### config.mk
export PLATFORM = sky130hd
export DESIGN_NAME = gdrv_cfg_seq
export DESIGN_NICKNAME = d
export VERILOG_FILES = /design/src/rtl/gdrv_cfg_pkg.sv /design/src/rtl/gdrv_spi_tx.sv /design/src/rtl/gdrv_fault_latch.sv /design/src/rtl/gdrv_cfg_seq.sv
export SDC_FILE = /design/constraint.sdc
export NUM_CORES = 1
export LEC_CHECK = 0
export BUFFER_PORTS_ARGS = -buffer_cell sky130_fd_sc_hd__buf_2
export CAP_MARGIN = 0
export CORE_ASPECT_RATIO = 1.2
export CORE_MARGIN = 2
export CORE_UTILIZATION = 25
export CTS_CLUSTER_SIZE = 25
export DETAILED_ROUTE_END_ITERATION = 8
export PLACE_DENSITY = 0.49
export SLEW_MARGIN = 20
export SYNTH_ARGS = -nofsm -noshare
export SYNTH_HDL_FRONTEND = slang
export SYNTH_SLANG_ARGS = --single-unit
### constraint.sdc
create_clock -name clk -period 2.1 [get_ports clk]
set_input_delay 0.21 -clock clk [delete_from_list [all_inputs] [get_ports clk]]
set_output_delay 0.21 -clock clk [all_outputs]
set_load 0.01 [all_outputs]
### src/rtl/gdrv_cfg_pkg.sv
package gdrv_cfg_pkg;
  localparam int CFG_W = 16;
  localparam int CFG_N = 5;
  localparam int IDX_W = $clog2(CFG_N);

  typedef logic [CFG_W-1:0] cfg_word_t;
  typedef logic [IDX_W-1:0] cfg_idx_t;

  typedef enum logic [1:0] {SQ_WAIT, SQ_RUN, SQ_DONE} seq_state_t;
  typedef enum logic [2:0] {TX_IDLE, TX_LEAD, TX_HI, TX_LO, TX_GAP} tx_state_t;

  // Fixed write order; two slots come from parameters of the top.
  function automatic cfg_word_t cfg_word(input cfg_idx_t idx,
                                         input cfg_word_t w_c,
                                         input cfg_word_t w_e);
    case (idx)
      cfg_idx_t'(0): return 16'h2820;
      cfg_idx_t'(1): return 16'h3842;
      cfg_idx_t'(2): return w_c;
      cfg_idx_t'(3): return 16'h596D;
      default:       return w_e;
    endcase
  endfunction
endpackage

### src/rtl/gdrv_spi_tx.sv
module gdrv_spi_tx
  import gdrv_cfg_pkg::*;
#(
  parameter int W       = 16,
  parameter int CLK_DIV = 4,
  parameter int GAP_SCK = 2
) (
  input  logic         clk,
  input  logic         rst,
  input  logic         start,
  input  logic         abort,
  input  logic [W-1:0] word,
  output logic         busy,
  output logic         frame_end,
  output logic         cs_n,
  output logic         sck,
  output logic         mosi
);
  localparam int HALF     = CLK_DIV / 2;
  localparam int GAP_CLKS = GAP_SCK * CLK_DIV;
  localparam int CNT_W    = $clog2(GAP_CLKS + 1);
  localparam int BIT_W    = $clog2(W);

  tx_state_t        state;
  logic [CNT_W-1:0] cnt;
  logic [BIT_W-1:0] bits_left;
  logic [W-1:0]     shreg;
  logic             half_end, gap_end;

  assign busy     = (state != TX_IDLE);
  assign half_end = (cnt == CNT_W'(HALF - 1));
  assign gap_end  = (cnt == CNT_W'(GAP_CLKS - 1));

  // Reset lands in the gap state so chip select is high long enough before frame one.
  always_ff @(posedge clk) begin
    if (rst) begin
      state     <= TX_GAP;
      cnt       <= '0;
      bits_left <= '0;
      shreg     <= '0;
      cs_n      <= 1'b1;
      sck       <= 1'b0;
      mosi      <= 1'b0;
      frame_end <= 1'b0;
    end else begin
      frame_end <= 1'b0;
      if (abort) begin
        state <= TX_GAP;
        cnt   <= '0;
        cs_n  <= 1'b1;
        sck   <= 1'b0;
      end else begin
        case (state)
          TX_IDLE: if (start) begin
            cs_n      <= 1'b0;
            mosi      <= word[W-1];
            shreg     <= {word[W-2:0], 1'b0};
            bits_left <= BIT_W'(W - 1);
            cnt       <= '0;
            state     <= TX_LEAD;
          end
          TX_LEAD: if (half_end) begin
            cnt   <= '0;
            sck   <= 1'b1;
            state <= TX_HI;
          end else cnt <= cnt + 1'b1;
          TX_HI: if (half_end) begin
            cnt   <= '0;
            sck   <= 1'b0;
            state <= TX_LO;
          end else cnt <= cnt + 1'b1;
          TX_LO: if (half_end) begin
            cnt <= '0;
            if (bits_left == '0) begin
              cs_n      <= 1'b1;
              frame_end <= 1'b1;
              state     <= TX_GAP;
            end else begin
              bits_left <= bits_left - 1'b1;
              mosi      <= shreg[W-1];
              shreg     <= {shreg[W-2:0], 1'b0};
              sck       <= 1'b1;
              state     <= TX_HI;
            end
          end else cnt <= cnt + 1'b1;
          TX_GAP: if (gap_end) begin
            cnt   <= '0;
            state <= TX_IDLE;
          end else cnt <= cnt + 1'b1;
          default: state <= TX_GAP;
        endcase
      end
    end
  end

  // Length of the current chip-select high stretch, saturating.
  logic [CNT_W-1:0] hi_run;
  always_ff @(posedge clk) begin
    if (rst)                          hi_run <= '0;
    else if (!cs_n)                   hi_run <= '0;
    else if (hi_run != {CNT_W{1'b1}}) hi_run <= hi_run + 1'b1;
  end

  p_sck_low_cs_fall_r3: assert property (@(posedge clk) disable iff (rst)
    $fell(cs_n) |-> !sck);
  p_sck_low_cs_rise_r3: assert property (@(posedge clk) disable iff (rst)
    $rose(cs_n) |-> !sck);
  p_mosi_stable_r4: assert property (@(posedge clk) disable iff (rst)
    $fell(sck) |-> $stable(mosi));
  p_cs_gap_r6: assert property (@(posedge clk) disable iff (rst)
    $fell(cs_n) |-> (hi_run >= CNT_W'(GAP_CLKS)));
endmodule

### src/rtl/gdrv_fault_latch.sv
module gdrv_fault_latch #(
  parameter int PHASES = 3,
  parameter int SYNC   = 2
) (
  input  logic              clk,
  input  logic              rst,
  input  logic              fault_n,
  input  logic              clr,
  output logic [PHASES-1:0] flags
);
  logic [SYNC-1:0] sync_q;
  logic            active;

  always_ff @(posedge clk) begin
    if (rst) sync_q <= '1;
    else     sync_q <= {sync_q[SYNC-2:0], fault_n};
  end

  assign active = !sync_q[SYNC-1];

  // A pending fault wins over a clear in the same cycle.
  for (genvar p = 0; p < PHASES; p++) begin : g_phase
    always_ff @(posedge clk) begin
      if (rst)         flags[p] <= 1'b0;
      else if (active) flags[p] <= 1'b1;
      else if (clr)    flags[p] <= 1'b0;
    end
  end

  p_flag_hold_r9: assert property (@(posedge clk) disable iff (rst)
    (flags[0] && !clr) |=> flags[0]);
  p_flag_clear_r10: assert property (@(posedge clk) disable iff (rst)
    (clr && !active) |=> (flags == '0));
endmodule

### src/rtl/gdrv_cfg_seq.sv
module gdrv_cfg_seq
  import gdrv_cfg_pkg::*;
#(
  parameter int        CLK_DIV = 4,
  parameter int        GAP_SCK = 2,
  parameter cfg_word_t WORD_C  = 16'h4C3F,
  parameter cfg_word_t WORD_E  = 16'h6E01
) (
  input  logic clk,
  input  logic rst,
  input  logic en,
  input  logic fault_n,
  input  logic stop,
  input  logic coast_sel,
  input  logic clr_fault,
  output logic gate_en,
  output logic spi_cs_n,
  output logic spi_sck,
  output logic spi_mosi,
  output logic cfg_ready,
  output logic flt_a,
  output logic flt_b,
  output logic flt_c
);
  seq_state_t sq;
  cfg_idx_t   idx;
  logic       tx_start, tx_busy, tx_frame_end;
  cfg_word_t  tx_word;
  logic [2:0] flags;

  assign tx_word  = cfg_word(idx, WORD_C, WORD_E);
  assign tx_start = (sq == SQ_RUN) && !tx_busy && !clr_fault;

  always_ff @(posedge clk) begin
    if (rst) begin
      sq        <= SQ_WAIT;
      idx       <= '0;
      cfg_ready <= 1'b0;
      gate_en   <= 1'b0;
    end else begin
      gate_en <= en && !(stop && coast_sel);
      if (clr_fault) begin
        sq        <= SQ_WAIT;
        idx       <= '0;
        cfg_ready <= 1'b0;
      end else begin
        case (sq)
          SQ_WAIT: if (en) sq <= SQ_RUN;
          SQ_RUN: if (tx_frame_end) begin
            if (idx == cfg_idx_t'(CFG_N - 1)) begin
              sq        <= SQ_DONE;
              cfg_ready <= 1'b1;
            end else begin
              idx <= idx + 1'b1;
            end
          end
          default: ;
        endcase
      end
    end
  end

  gdrv_spi_tx #(.W(CFG_W), .CLK_DIV(CLK_DIV), .GAP_SCK(GAP_SCK)) u_tx (
    .clk       (clk),
    .rst       (rst),
    .start     (tx_start),
    .abort     (clr_fault),
    .word      (tx_word),
    .busy      (tx_busy),
    .frame_end (tx_frame_end),
    .cs_n      (spi_cs_n),
    .sck       (spi_sck),
    .mosi      (spi_mosi)
  );

  gdrv_fault_latch #(.PHASES(3), .SYNC(2)) u_flt (
    .clk     (clk),
    .rst     (rst),
    .fault_n (fault_n),
    .clr     (clr_fault),
    .flags   (flags)
  );

  assign flt_a = flags[0];
  assign flt_b = flags[1];
  assign flt_c = flags[2];

  p_idx_bound_r1: assert property (@(posedge clk) disable iff (rst)
    idx <= cfg_idx_t'(CFG_N - 1));
  p_ready_sticky_r7: assert property (@(posedge clk) disable iff (rst)
    (cfg_ready && !clr_fault) |=> cfg_ready);
  p_ready_idle_bus_r7: assert property (@(posedge clk) disable iff (rst)
    cfg_ready |-> spi_cs_n);
  p_coast_off_r8: assert property (@(posedge clk) disable iff (rst)
    (stop && coast_sel) |=> !gate_en);
  p_clear_drop_r10: assert property (@(posedge clk) disable iff (rst)
    clr_fault |=> (!cfg_ready && spi_cs_n));
endmodule

======== Yosys cells after proc, flatten, opt, wreduce, memory -nomap -nowiden ========
Cells that the tools add are included.
storage, ports and cells
  register bits after elaboration ......... 41
  output and inout bits ................... 8
  bits of input ports ..................... 7
operators by class
  add/subtract/negate cells ............... 3
  reductions and logical operators ........ 27
  mux-type cells .......................... 40
  equality and inequality tests ........... 22
  bitwise gates (word level) .............. 4
operators by type and width
  kind                   count
  $pmux W15 S4           1
  $mux W16               3
  $pmux W16 S2           1
  $mux W4                6
  $mux W3                6
  $pmux W3 S5            1
  $reduce_and A5 Y1      3
  $ne A2 B1 Y1 const B   7
  $mux W1                13
  $eq A3 B2 Y1 const B   4
  $pmux W4 S3            1
  $reduce_bool A3 Y1     3
  $ne A2 B2 Y1 const B   4
  $pmux W4 S2            1
  $reduce_and A4 Y1      2
  $eq A3 B1 Y1 const B   2
  $eq A3 B3 Y1 const B   2
  $logic_not A3 Y1       2
  $mux W2                3
  $reduce_and A3 Y1      2
  $add A4 B1 Y4 const B  1
  $eq A4 B1 Y1 const B   1
  $eq A4 B3 Y1 const B   1
  $logic_and A1 B1 Y1    4
  15 further kinds       22

======== Logic depth before layout (Yosys ltp) ========
  depth after elaboration ................. 6
  mapped depth ............................ 9

======== By module ========
A second synthesis with hierarchy kept.
unflattened totals
  cell total of the unflattened synthesis .. 246
  area, all modules ....................... 2,142.1 um^2
by module, submodules not included
  module            cells each  seq. area each (um^2)  instances  area each (um^2)
  gdrv_spi_tx       186         600.6                  1          1,619.1
  gdrv_cfg_seq      51          140.1                  1          420.4
  gdrv_fault_latch  9           60.1                   1          102.6

======== Worst setup path after synthesis ========
Ideal clock, no wire load.
  kind .................................... flip-flop to flip-flop
  start ................................... register u_tx.bits_left[0]
  end ..................................... register u_tx.shreg[5]
  library setup time ...................... 0.117 ns
  data arrival time ....................... 1.654 ns
  data required time ...................... 1.983 ns
  cell stages (with the launch flop) ...... 9
  path slack .............................. 0.328 ns
  buffers on the path ..................... 2
  path through ............................ dfxtp_1 -> inv_1 -> ha_1 -> or3b_1 -> clkbuf_1 -> a22oi_1 -> buf_2 -> nor2_1 -> a32o_1
between the ends
  word-level cells in the longest chain between the ends .. 3
ends and longest elaborated chain
  element                      line               text
  start, declared              gdrv_spi_tx.sv:26  logic [BIT_W-1:0] bits_left;
  start signal, assigned       gdrv_spi_tx.sv:58  bits_left <= BIT_W'(W - 1);
  start signal, assigned       gdrv_spi_tx.sv:79  bits_left <= bits_left - 1'b1;
  $logic_not A4 Y1             gdrv_spi_tx.sv:74  if (bits_left == '0) begin
  $ne A2 B2 Y1 (no line)       n/a
  $reduce_and A5 Y1 (no line)  n/a
  end signal, assigned         gdrv_spi_tx.sv:57  shreg <= {word[W-2:0], 1'b0};
  end signal, assigned         gdrv_spi_tx.sv:81  shreg <= {shreg[W-2:0], 1'b0};
  end, declared                gdrv_spi_tx.sv:27  logic [W-1:0] shreg;
No other way between the ends.
A chain may end at the register's enable or synchronous reset.

======== Final worst setup path ========
Same ends and word-level chain as after synthesis.

==> out/results.ini <==
[global_routing]
antenna_found_initial=0
grt_pass1_wl_mm=8.293
grt_overflow_total=0
grt_usage=0.1186
grt_max_degree=24
grt_pass1_vias=1705

[place]
port_buffers=14
dp_cells=330
gp_congestion=0.7709
dp_hpwl_mm=3.372

[cts]
cts_sinks=40
htreeDepth=2
tritoncts=done
clock_path_buffers=2
insertion_delay_ns=0.29
cts_root_buf=clkbuf_8
clk_pin_slew_ns=0.07
numCtsBuffers=5
ctsHoldBuffers=0
cts_setup_buffers=0
cts_resized=0

[yosys]
ys.flop_type=dfxtp_1
synth-seq-cells=40
postSynth.asyncResetShare=0
yosysTopAreaCell=dfxtp_1
yosys.cell_types.count=53
post_synth.cell_area_avg_sq_um=8.846
synth_edf_count=0
yosys-top-cells-area=dfxtp_1 40%, a21oi_1 6.0%, ha_1 5.0%
syn_nets=243
yosysWarningCount=0
syn_area_sq_mm=0.002017
synth_cells=228
synth_top_area_frac=0.3970
ys_seq_area_frac=0.3970

[die]
dieArea_sq_mm=0.008805
initial_core_util=0.2602
die_y_um=102.4
placementRows=35
pin_count=15
core-area_sq_mm=0.007751
die_w_um=86.00

[cells_and_area]
antenna_cells=0
final_common_cell=dfxtp_1
syn2layout_area_growth_pct=14.45
fillerInstances=824
layout_common_cells=40 x dfxtp_1, 24 x a21oi_1, 16 x nor2_1, 14 x buf_2, 13 x buf_4
drive_gt1_frac=0.2041
stdcell_count=337
final_nets=260

[timing]
slew_viol_final=0
fin_crit_sh=0.9256
final_hold_viol_count=0
tightest_slew_ns=0.4309
period_needed_ns=1.944
rsz0062_at_grt=false
maxClockFrequency_ghz=0.5145
tns_ns=0
slew-limit-headroom=0.7123
setup_violations=0
skew_ns=0.004639

[power]
powerDensity_mw_per_mm2=600.7
peakVddDrop_v=0.0002369
p_total_mw=1.387
total_leakage_power_nw=0.8457

[worst_hold_path]
hold_class=in2reg

[setup_path]
cp-end-kind=register
worstPathRequired_ns=2.28
crit_path_max_fanout=10
critPathLaunchType=register
worst-setup-path-type=reg2reg
arrival_ns=2.13

[route]
drt_iter0_markers=91
dr.pass1.iters=4
viasPerCell=5.045
detail_route.wirelength_mm=4.682
vias=1700
drc_errors=0
drt-wirelength-per-cell_um=13.89
antenna_left=0

[run]
maxCapViolations=0

[run_status]
status=complete, no violations

synthesized netlist by cell type (2+ instances only):
library cell	instances
dfxtp_1	40
a21oi_1	24
nor2_1	16
inv_1	12
o21ai_0	10
a211oi_1	9
nand2_1	9
ha_1	8
clkbuf_1	7
a311oi_1	6
buf_2	6
nor3_1	6
a22o_1	5
or2_2	4
and2_1	3
nand2b_1	3
nand3_1	3
nand4_1	3
nor4_1	3
o2111ai_1	3
o21bai_1	3
a2111oi_0	2
a21oi_2	2
a31oi_1	2
a32o_1	2
and3b_2	2
buf_4	2
buf_6	2
nand3b_1	2
o211ai_1	2
o22ai_1	2
or3_1	2
or3b_1	2
or3b_2	2
final cells by class:
cell class / count / area [sq um] / area share
Clock buffer: 7 / 96.34 / 0.04173
Sequential cell: 40 / 800.8 / 0.3469
Multi-Input combinational cell: 158 / 1064 / 0.4607
Inverter: 12 / 45.04 / 0.01951
Tap cell: 92 / 115.1 / 0.04986
Timing Repair Buffer: 28 / 187.7 / 0.08130
metal layers:
layer	track usage	share of wire
met3	0.02423	0.021
met1	0.1445	0.47
met2	0.2016	0.49
met4	0.05250	0.018
met5	0	0
cells by family (layout without fill, tap and decap cells):
group / after synthesis / count (layout) / share of synthesized area
adder cells (fa/ha/maj): 8 / 8 / 0.04963
buffers and inverters: 30 / 47 / 0.07568
AO/OA/AOI/OAI: 82 / 82 / 0.2847
AND/OR/NAND/NOR: 65 / 65 / 0.1793
flip-flops: 40 / 40 / 0.3970
multiplexers: 1 / 1 / 0.004963
XOR/XNOR: 2 / 2 / 0.008686
state kept, by name, summed over array words and instances (netlist names), 2 cells and up:
name            flops
idx                 3
u_tx.bits_left      4
u_tx.state          3
u_tx.shreg         15
sq                  2
u_tx.cnt            4
u_flt.sync_q        2
critical path: stages, from the launching register on:
cell and delay, ns:
dfxtp_1 0.32, inv_1 0.08, ha_1 0.18, or3b_1 0.46, a22oi_1 0.26, buf_4 0.22
nor2_1 0.08, a32o_1 0.25
report_power, final:
part           internal [mW]  switching [mW]  leakage [nW]
logic                 0.0279          0.0430         0.472
registers              0.764         0.00431         0.323
clock network          0.293           0.255        0.0503
total                   1.08           0.302         0.846
worst paths after layout:
check	startpoint	endpoint	slack, ns	cells past startpoint
setup / recovery	u_tx.bits_left[0]	u_tx.shreg[5]	0.16	7
hold / removal	coast_sel	gate_en	0.08	2
setup reg to reg	u_tx.bits_left[0]	u_tx.shreg[5]	0.16	7
hold reg to reg	u_flt.sync_q[1]	u_flt.flags[2]	0.40	1
stage by stage:
| step | area, sq um | utilization | worst slack, ns | hold slack [ns] |
|---|---|---|---|---|
| 2_1_floorplan | 2017 | - | 0.3283 | 0.3011 |
| 3_3_place_gp | 2212 | 0.2854 | 0.2215 | 0.3861 |
| 3_5_place_dp | 2212 | 0.2854 | 0.2061 | 0.3917 |
| 4_1_cts | 2308 | 0.2978 | 0.1734 | 0.07399 |
| 5_1_grt | 2308 | 0.2978 | 0.02386 | 0.08567 |
| 6_report | 2308 | 0.2978 | 0.1563 | 0.08497 |
Note: power is estimated with default switching activity, not from simulation.
